<file path="src/rtl/tbl_read_unit.sv">
module tbl_read_unit #(
  parameter int ADDR_W = 13
) (
  input  logic              clk,
  input  logic              rst_n,
  input  logic              hi_wr,
  input  logic              lo_wr,
  input  logic [7:0]        idx_wdata,
  input  logic              lo_step,
  input  logic              lookup_req,
  input  logic              mem_rvalid,
  input  logic [15:0]       mem_rdata,
  output logic [ADDR_W-1:0] mem_addr,
  output logic              mem_rd,
  output logic              busy,
  output logic [7:0]        hi_idx,
  output logic [7:0]        lo_idx,
  output logic [7:0]        acc,
  output logic [7:0]        r_byte
);
  localparam int HI_USED = ADDR_W - 8;

  logic take, land;
  logic [ADDR_W-1:0] next_addr;

  assign take      = lookup_req && !busy;
  assign land      = busy && mem_rvalid;
  assign next_addr = {hi_idx[HI_USED-1:0], lo_idx};

  always_ff @(posedge clk) begin
    if (!rst_n) begin
      hi_idx <= '0;
      lo_idx <= '0;
    end else begin
      if (hi_wr) hi_idx <= idx_wdata;
      if (lo_wr) lo_idx <= idx_wdata;
      else if (lo_step) lo_idx <= lo_idx + 8'd1;
    end
  end

  always_ff @(posedge clk) begin
    if (!rst_n) begin
      busy     <= 1'b0;
      mem_rd   <= 1'b0;
      mem_addr <= '0;
    end else begin
      mem_rd <= take;
      if (take) begin
        busy     <= 1'b1;
        mem_addr <= next_addr;
      end else if (land) begin
        busy <= 1'b0;
      end
    end
  end

  always_ff @(posedge clk) begin
    if (!rst_n) begin
      acc    <= '0;
      r_byte <= '0;
    end else if (land) begin
      acc    <= mem_rdata[7:0];
      r_byte <= mem_rdata[15:8];
    end
  end


  rd_pulse_chk: assert property (@(posedge clk) disable iff (!rst_n)
    mem_rd |=> !mem_rd);

  rd_in_busy_chk: assert property (@(posedge clk) disable iff (!rst_n)
    mem_rd |-> busy);

  accept_chk: assert property (@(posedge clk) disable iff (!rst_n)
    (lookup_req && !busy) |=> (busy && mem_rd));

  addr_hold_chk: assert property (@(posedge clk) disable iff (!rst_n)
    (busy && !mem_rvalid) |=> $stable(mem_addr));

  land_chk: assert property (@(posedge clk) disable iff (!rst_n)
    (busy && mem_rvalid) |=> (!busy && acc == $past(mem_rdata[7:0])
                              && r_byte == $past(mem_rdata[15:8])));

  dest_hold_chk: assert property (@(posedge clk) disable iff (!rst_n)
    !(busy && mem_rvalid) |=> ($stable(acc) && $stable(r_byte)));

  hi_hold_chk: assert property (@(posedge clk) disable iff (!rst_n)
    !hi_wr |=> $stable(hi_idx));
endmodule

</file>
<file path="config.mk">
export PLATFORM = sky130hd
export DESIGN_NAME = tbl_read_unit
export DESIGN_NICKNAME = d
export VERILOG_FILES = /design/src/rtl/tbl_read_unit.sv
export SDC_FILE = /design/constraint.sdc
export NUM_CORES = 1
export LEC_CHECK = 0
export ABC_CLOCK_PERIOD_IN_PS = 2700
export CORE_UTILIZATION = 45
export DETAILED_ROUTE_END_ITERATION = 8
export GPL_ROUTABILITY_DRIVEN = 0
export HOLD_SLACK_MARGIN = 0.03
export PLACE_DENSITY = 0.84
export SLEW_MARGIN = 10
export SYNTH_ARGS = -nofsm -noshare
export SYNTH_HDL_FRONTEND = slang
export SYNTH_SLANG_ARGS = --single-unit
</file>
<file path="constraint.sdc">
create_clock -name clk -period 2.7 [get_ports clk]
set_clock_uncertainty 0.2 [all_clocks]
set_input_delay 0.405 -clock clk [delete_from_list [all_inputs] [get_ports clk]]
set_output_delay 0.405 -clock clk [all_outputs]
set_load 0.01 [all_outputs]
</file>
==> key figures, run 1 <==
STA
  • Setup violators final: 0
  • Worst slew margin: 61.8%
  • Fin crit share: 73.1%
  • Crit path time final: 1970 ps
  • F_max: 506 MHz
  • Final Max Tran Viols: 0
  • Worst hold slack: approximately 260 ps
  • Final TNS setup: 0 ps
  • Fin. Hold Viols: 0
  • Least-Margin Pin Slew: 573 ps
  • Unrepaired setup endpoints after global routing: no

Logic synthesis
  • Main flop type after synthesis: dfxtp_1
  • Post-Syn Nets: approximately 240
  • Library cells used by synthesis: 27
  • Synth Register Bits: 47
  • Area contributors post-synth: dfxtp_1 50%, nand2_1 13%, a21boi_0 12%, mux2i_1 4.8%, nor2b_1 3.0%
  • Yosys warnings: 0
  • Post-Syn Area per Cell: 8.85 um2
  • Top-count cell post-synth: nand2_1
  • Synth Cell Area: between 1500 and 2000 um2
  • Post-synth top area share: 50.4%
  • Post-synth EDFFs: 0
  • Post-synthesis sequential area ratio: 50.4%
  • Mapped Cells: 211
  • Async SR Flop Fraction: 0%
  • Leading area contributor after synthesis: dfxtp_1
  • Commonest cells post-synth: 63 x nand2_1, 47 x dfxtp_1, 29 x a21boi_0

Pwr
  • PwrDens: 543 nW/um2
  • P_leak: 1.01 nW
  • Worst VDD drop: 0.313 mV

Drt
  • Antenna-violating nets left: 0
  • Routed WL per cell: roughly 13 um
  • # DRC: 0
  • Starting DRT DRC Count: 50
  • First-pass DRT Iterations: 6
  • WL final: approximately 4400 um
  • Vias: about 1700
  • Routed vias/inst: 4.96

Critical path
  • Worst R2R Setup Slack: 1130 ps
  • CP peak stage delay: 600 ps
  • Crit end category: output port
  • Slowest CP cell: clkdlybuf4s50_1
  • Top delay family on crit path: buffers and inverters
  • CP max FO: 6
  • Critical Path Source Type: flip-flop
  • Setup CP Type: reg -> out
  • Crit path DAT: 1370 ps
  • Worst-path cell chain: clkdlybuf4s50_1
  • Worst path bufs/invs: 1
  • Worst EP required: 2100 ps

Clocking
  • CTS root buffer: clkbuf_8
  • H-tree level count: 2
  • CTS tree: yes
  • CTS Sinks: 47
  • Worst-Skew Late Latency: 290 ps
  • Clock buffer depth: 2
  • CTS Buf Count: 5
  • Clock Pin Slew Worst Setup and Hold Paths: 80 ps
  • Hold_buf cts: 0
  • Postcts setup bufs: 0
  • CTS resizes: 0

Finish
  • # nets final: 317
  • Layout cells sized above 1: 4.20%
  • Ant. Diodes: 0
  • Reg area: between 900 and 1000 um2
  • Final core utilization: 69.4%
  • Footprint of the multi-input gates: ~860 um2
  • Area Overhead vs Synth: 48.6%
  • Fill count: 347

Placement
  • Port Buffers: 77
  • Post-DP HPWL: 3120 um

Die
  • Initial core utilization: between 40% and 50%
  • Standard-cell rows: 23
  • Die Wd: 66.4 um
  • Core Area: 4000 um2
  • Die Ht: 66.4 um
  • Die ar.: 4410 um2
  • I/O pins: 78

Global route
  • First-pass GRT wire length: 6870 um
  • Initial antenna violation count: 0
  • Pin count of the biggest net entering global routing: 26
  • Overflow after GRT: 0
  • Total track usage: 21.1%
  • Number of global-route vias before repair: approximately 1500

Job
  • Maxcap violations: 0

Status
  • Status: completed

Worst hold path
  • HP Class: reg -> reg
## tightest hold or removal path: cells and delay by family, from the launching register on
family           cells  cell delay, ps
AO/OA/AOI/OAI        1              60
flip-flops           1             310
AND/OR/NAND/NOR      1              40
## area by class of cell
cell class / count / share of cell area, %
tap: 50 / 2.25
multi-input combinational: 150 / 30.9
inverter: 1 / 0.135
sequential: 47 / 33.9
timing repair buffer: 80 / 28.6
clock buffer: 6 / 2.97
clock inverter: 2 / 1.26
## power breakdown
group | internal (W) | total, W | switching (W)
logic | 0.000132 | 0.000225 | 0.0000933
clock network | 0.000300 | 0.000526 | 0.000226
registers | 0.000727 | 0.000755 | 0.0000281
total | 0.00116 | 0.00151 | 0.000348
## layout by cell type (no fill, tap or decap), types with 3 or more instances in the layout
cell / count
clkdlybuf4s50_1: 77
and2_1: 5
nor2b_1: 9
a21boi_0: 29
dfxtp_1: 47
nand2_1: 63
buf_4: 3
o21ai_0: 11
nand4_1: 3
mux2i_1: 9
clkbuf_8: 6
## stage by stage
| stage | total power (W) | cell area [um2] | cells | setup WS, ps |
|---|---|---|---|---|
| 2_1_floorplan | 0.000864 | 1870 | 211 | 1280 |
| 3_3_place_gp | 0.000992 | 2660 | 328 | 688 |
| 3_5_place_dp | 0.000997 | 2660 | 328 | 663 |
| 4_1_cts | 0.00152 | 2780 | 336 | 721 |
| 5_1_grt | 0.00158 | 2780 | 336 | 676 |
| 6_report | 0.00151 | 2780 | 336 | 725 |
## kinds of logic (layout without fill, tap and decap cells)
logic type,Yosys count,after routing,share of synthesized area (%)
xor gates and xnor gates,4,4,1.88
AOI/OAI and AO/OA,45,45,16.3
buffers and inverters,14,89,3.68
and+or+nand+nor,91,91,22.2
DFF,47,47,50.4
adders and majority gates,1,1,0.670
muxes,9,9,4.82
## worst paths after layout
check,from,endpoint,depth (start not counted)
setup reg to reg,lo_idx[0]$_SDFFE_PN0P_,lo_idx[6]$_SDFFE_PN0P_,4
setup / recovery,lo_idx[0]$_SDFFE_PN0P_,lo_idx[0],1
hold / removal,mem_addr[2]$_SDFFE_PN0P_,mem_addr[2]$_SDFFE_PN0P_,2
hold reg to reg,mem_addr[2]$_SDFFE_PN0P_,mem_addr[2]$_SDFFE_PN0P_,2
## registers in the layout, indices dropped and copies added (netlist names)
name / flops
mem_addr: 13
lo_idx: 8
mem_rd: 1
r_byte: 8
hi_idx: 8
acc: 8
busy: 1
## metal layers
| metal | share of wire [%] | track usage, % |
|---|---|---|
| met2 | 47 | 34.2 |
| met3 | 9.4 | 8.62 |
| met1 | 44 | 25.1 |
| met4 | 0.32 | 6.91 |
| met5 | 0 | 0 |
No activity file was read; power rests on OpenSTA's default activity.
==> run 2, diff against run 1 <==
--- a/config.mk
+++ b/config.mk
@@ -5,12 +5,12 @@
 export SDC_FILE = /design/constraint.sdc
 export NUM_CORES = 1
 export LEC_CHECK = 0
-export ABC_CLOCK_PERIOD_IN_PS = 2700
-export CORE_UTILIZATION = 45
+export ABC_CLOCK_PERIOD_IN_PS = 2000
+export CORE_UTILIZATION = 42
 export DETAILED_ROUTE_END_ITERATION = 8
 export GPL_ROUTABILITY_DRIVEN = 0
 export HOLD_SLACK_MARGIN = 0.03
-export PLACE_DENSITY = 0.84
+export PLACE_DENSITY = 0.79
 export SLEW_MARGIN = 10
 export SYNTH_ARGS = -nofsm -noshare
 export SYNTH_HDL_FRONTEND = slang
==> constraint.sdc (replaced) <==
create_clock -name clk -period 2 [get_ports clk]
set_clock_uncertainty 0.2 [all_clocks]
set_input_delay 0.3 -clock clk [delete_from_list [all_inputs] [get_ports clk]]
set_output_delay 0.3 -clock clk [all_outputs]
set_load 0.01 [all_outputs]
==> run 2 against run 1 <==
Compared with the run above:
- first-iteration DRC count is 70% higher
- cell count grew 0.30%
- sequential cell count is the same
- die area increased by 6.9%
- clock power shrank 2%
- worst setup slack got worse by 590 ps
- total power rose by 22%
- sequential power grew 35%
- critical endpoint unchanged
- largest cell class unchanged
- largest power group unchanged
==> key figures, run 2 (synthesis results as in run 1) <==
Critical path
  • Top delay family on crit path: buffers and inverters
  • Critical Path Source Type: flip-flop
  • Worst r2r path cells: 4 (unchanged)
  • CP peak stage delay: 590 ps (about the same)
  • R2R Path End: lo_idx[6]$_SDFFE_PN0P_
  • Worst EP required: 1500 ps (-600 ps)
  • Crit path DAT: 1370 ps (about the same)
  • Crit. Startpoint: lo_idx[0]$_SDFFE_PN0P_
  • CP max FO: 6 (unchanged)
  • Slowest CP cell: clkdlybuf4s50_1
  • Worst path bufs/invs: 1 (unchanged)
  • Worst R2R Setup Slack: 440 ps (-690 ps)
  • WP depth: 1 (unchanged)
  • Setup CP Type: reg -> out
  • CP endpoint: lo_idx[0]
  • Reg2Reg Launch Point: lo_idx[0]$_SDFFE_PN0P_
  • Crit end category: output port
  • Worst-path cell chain: clkdlybuf4s50_1

Clocking
  • Postcts setup bufs: 0 (unchanged)
  • CTS tree: yes
  • CTS root buffer: clkbuf_8
  • H-tree level count: 2 (unchanged)
  • CTS Buf Count: 5 (unchanged)
  • Clock Pin Slew Worst Setup and Hold Paths: 80 ps (about the same)
  • Worst-Skew Late Latency: 290 ps (about the same)
  • CTS Sinks: 47 (unchanged)
  • CTS resizes: 0 (unchanged)
  • Hold_buf cts: 0 (unchanged)
  • Clock buffer depth: 2 (unchanged)

STA
  • Crit path time final: 1870 ps
  • Final Max Tran Viols: 0 (unchanged)
  • Final setup margin: 131 ps (-594 ps)
  • Fin crit share: around 93%
  • F_max: 535 MHz
  • Unrepaired setup endpoints after global routing: no
  • Fin. Hold Viols: 0 (unchanged)
  • Setup violators final: 0 (unchanged)
  • Least-Margin Pin Slew: 540 ps (-33.6 ps)
  • Final TNS setup: 0 ps (unchanged)
  • Worst slew margin: 63.9% (+2.2 points)

Worst hold path
  • Hold Crit Depth: 2 (unchanged)
  • HP Class: reg -> reg
  • Worst Hold Launch: acc[3]$_SDFFE_PN0P_

Die
  • Standard-cell rows: 23 (unchanged)
  • Die Ht: 68.7 um (+3.4%)
  • Initial core utilization: 45.1% (-1.6 points)
  • Die ar.: 4720 um2 (+6.9%)
  • I/O pins: 78 (unchanged)
  • Die Wd: 68.7 um (+3.4%)
  • Core Area: 4140 um2 (+3.6%)

Pwr
  • Clock power share: 27.9% (-7.0 points)
  • Pwr Total: 0.00184 W (+22%)
  • P_leak: 1.01 nW (-0.47%)
  • PwrDens: 667 nW/um2 (+23%)
  • Worst VDD drop: 0.414 mV (+32%)
  • Sw frac: 24.1% (+1.0 points)
  • Combinational share of power: 16.9% (+1.9 points)
  • Switching power: 0.000445 W (+28%)
  • Internal power: 0.00140 W (+21%)
  • Power share of the sequential group: 55.2% (+5.1 points)

Placement
  • Port Buffers: 77 (unchanged)
  • Post-DP HPWL: 3210 um (+2.6%)
  • Worst slack, placed: 184 ps (-478 ps)

Finish
  • Fill count: 386 (+11%)
  • # nets final: 320 (+0.95%)
  • Commonest non-fill, non-tap cell in the layout: clkdlybuf4s50_1
  • Area Overhead vs Synth: 48.1%
  • Commonest non-fill, non-tap cells in the layout: 77 x clkdlybuf4s50_1, 63 x nand2_1, 47 x dfxtp_1
  • Layout cells sized above 1: 4.18% (-0.015 points)
  • Biggest register: mem_addr
  • Max reg flops: 13 (unchanged)
  • Ant. Diodes: 0 (unchanged)

Drt
  • Antenna-violating nets left: 0 (unchanged)
  • Starting DRT DRC Count: 85 (+70%)
  • Routed vias/inst: 4.93 (-0.72%)
  • First-pass DRT Iterations: 4 (-2)
  • WL final: 4440 um (+2.0%)
  • Routed WL per cell: 13.2 um (+1.7%)
  • Vias: 1661 (-0.42%)
  • # DRC: 0 (unchanged)

Global route
  • Pin count of the biggest net entering global routing: 49 (+88%)
  • First-pass GRT wire length: 6960 um (+1.3%)
  • Initial antenna violation count: 0 (unchanged)
  • Overflow after GRT: 0 (unchanged)
  • Number of global-route vias before repair: 1507 (+1.2%)
  • Total track usage: 20.1% (-0.93 points)

Job
  • Maxcap violations: 0 (unchanged)

Status
  • Status: completed
[run 2: layout make-up]
type                       count  area, um2  area share (%)
timing repair buffer          83        828            29.9
inverter                       1       3.75           0.136
tap                           50       62.6            2.26
sequential                    47        941            34.0
clock buffer                   6       72.6            2.62
multi-input combinational    150        858            31.0
[run 2: stage by stage]
stage          cell area, um2  hold WS, ps  util [%]  std cells
6_report                 2770          264      66.8        337
5_1_grt                  2770          287      66.8        337
3_5_place_dp             2690          256      65.0        331
4_1_cts                  2770          268      66.8        337
3_3_place_gp             2690          249      65.0        331
2_1_floorplan            1870          245         -        211
[run 2: tightest hold or removal path, stage by stage (launching register included)]
cell,delay [ps]
dfxtp_1,310
nand2_1,40
a21boi_0,60
[run 2: layer usage]
layer  GRT usage, %  vias to the layer above  routed length, um
met5              0                        -                  0
met4           5.36                        0                 47
met1           24.4                      754               2000
met3           5.76                        6                247
li1               -                      851                  -
met2           34.8                       50               2140
[run 2: power groups by stage]
| stage | logic, W | registers, W | clock network (W) |
|---|---|---|---|
| after floorplan | 0.000110 | 0.00106 | 0 |
| after global placement | 0.000308 | 0.00104 | 0 |
| after detailed placement | 0.000314 | 0.00104 | 0 |
| after CTS | 0.000315 | 0.00102 | 0.000529 |
| after global routing | 0.000340 | 0.00103 | 0.000574 |
| final | 0.000312 | 0.00102 | 0.000514 |
[run 2: worst min path at each step]
stage | to | slack (ps)
floorplan | acc[7]$_SDFFE_PN0P_ | 240
global placement | mem_addr[0]$_SDFFE_PN0P_ | 250
detailed placement | acc[4]$_SDFFE_PN0P_ | 260
CTS | acc[3]$_SDFFE_PN0P_ | 270
global route | mem_addr[0]$_SDFFE_PN0P_ | 290
finish | acc[3]$_SDFFE_PN0P_ | 260
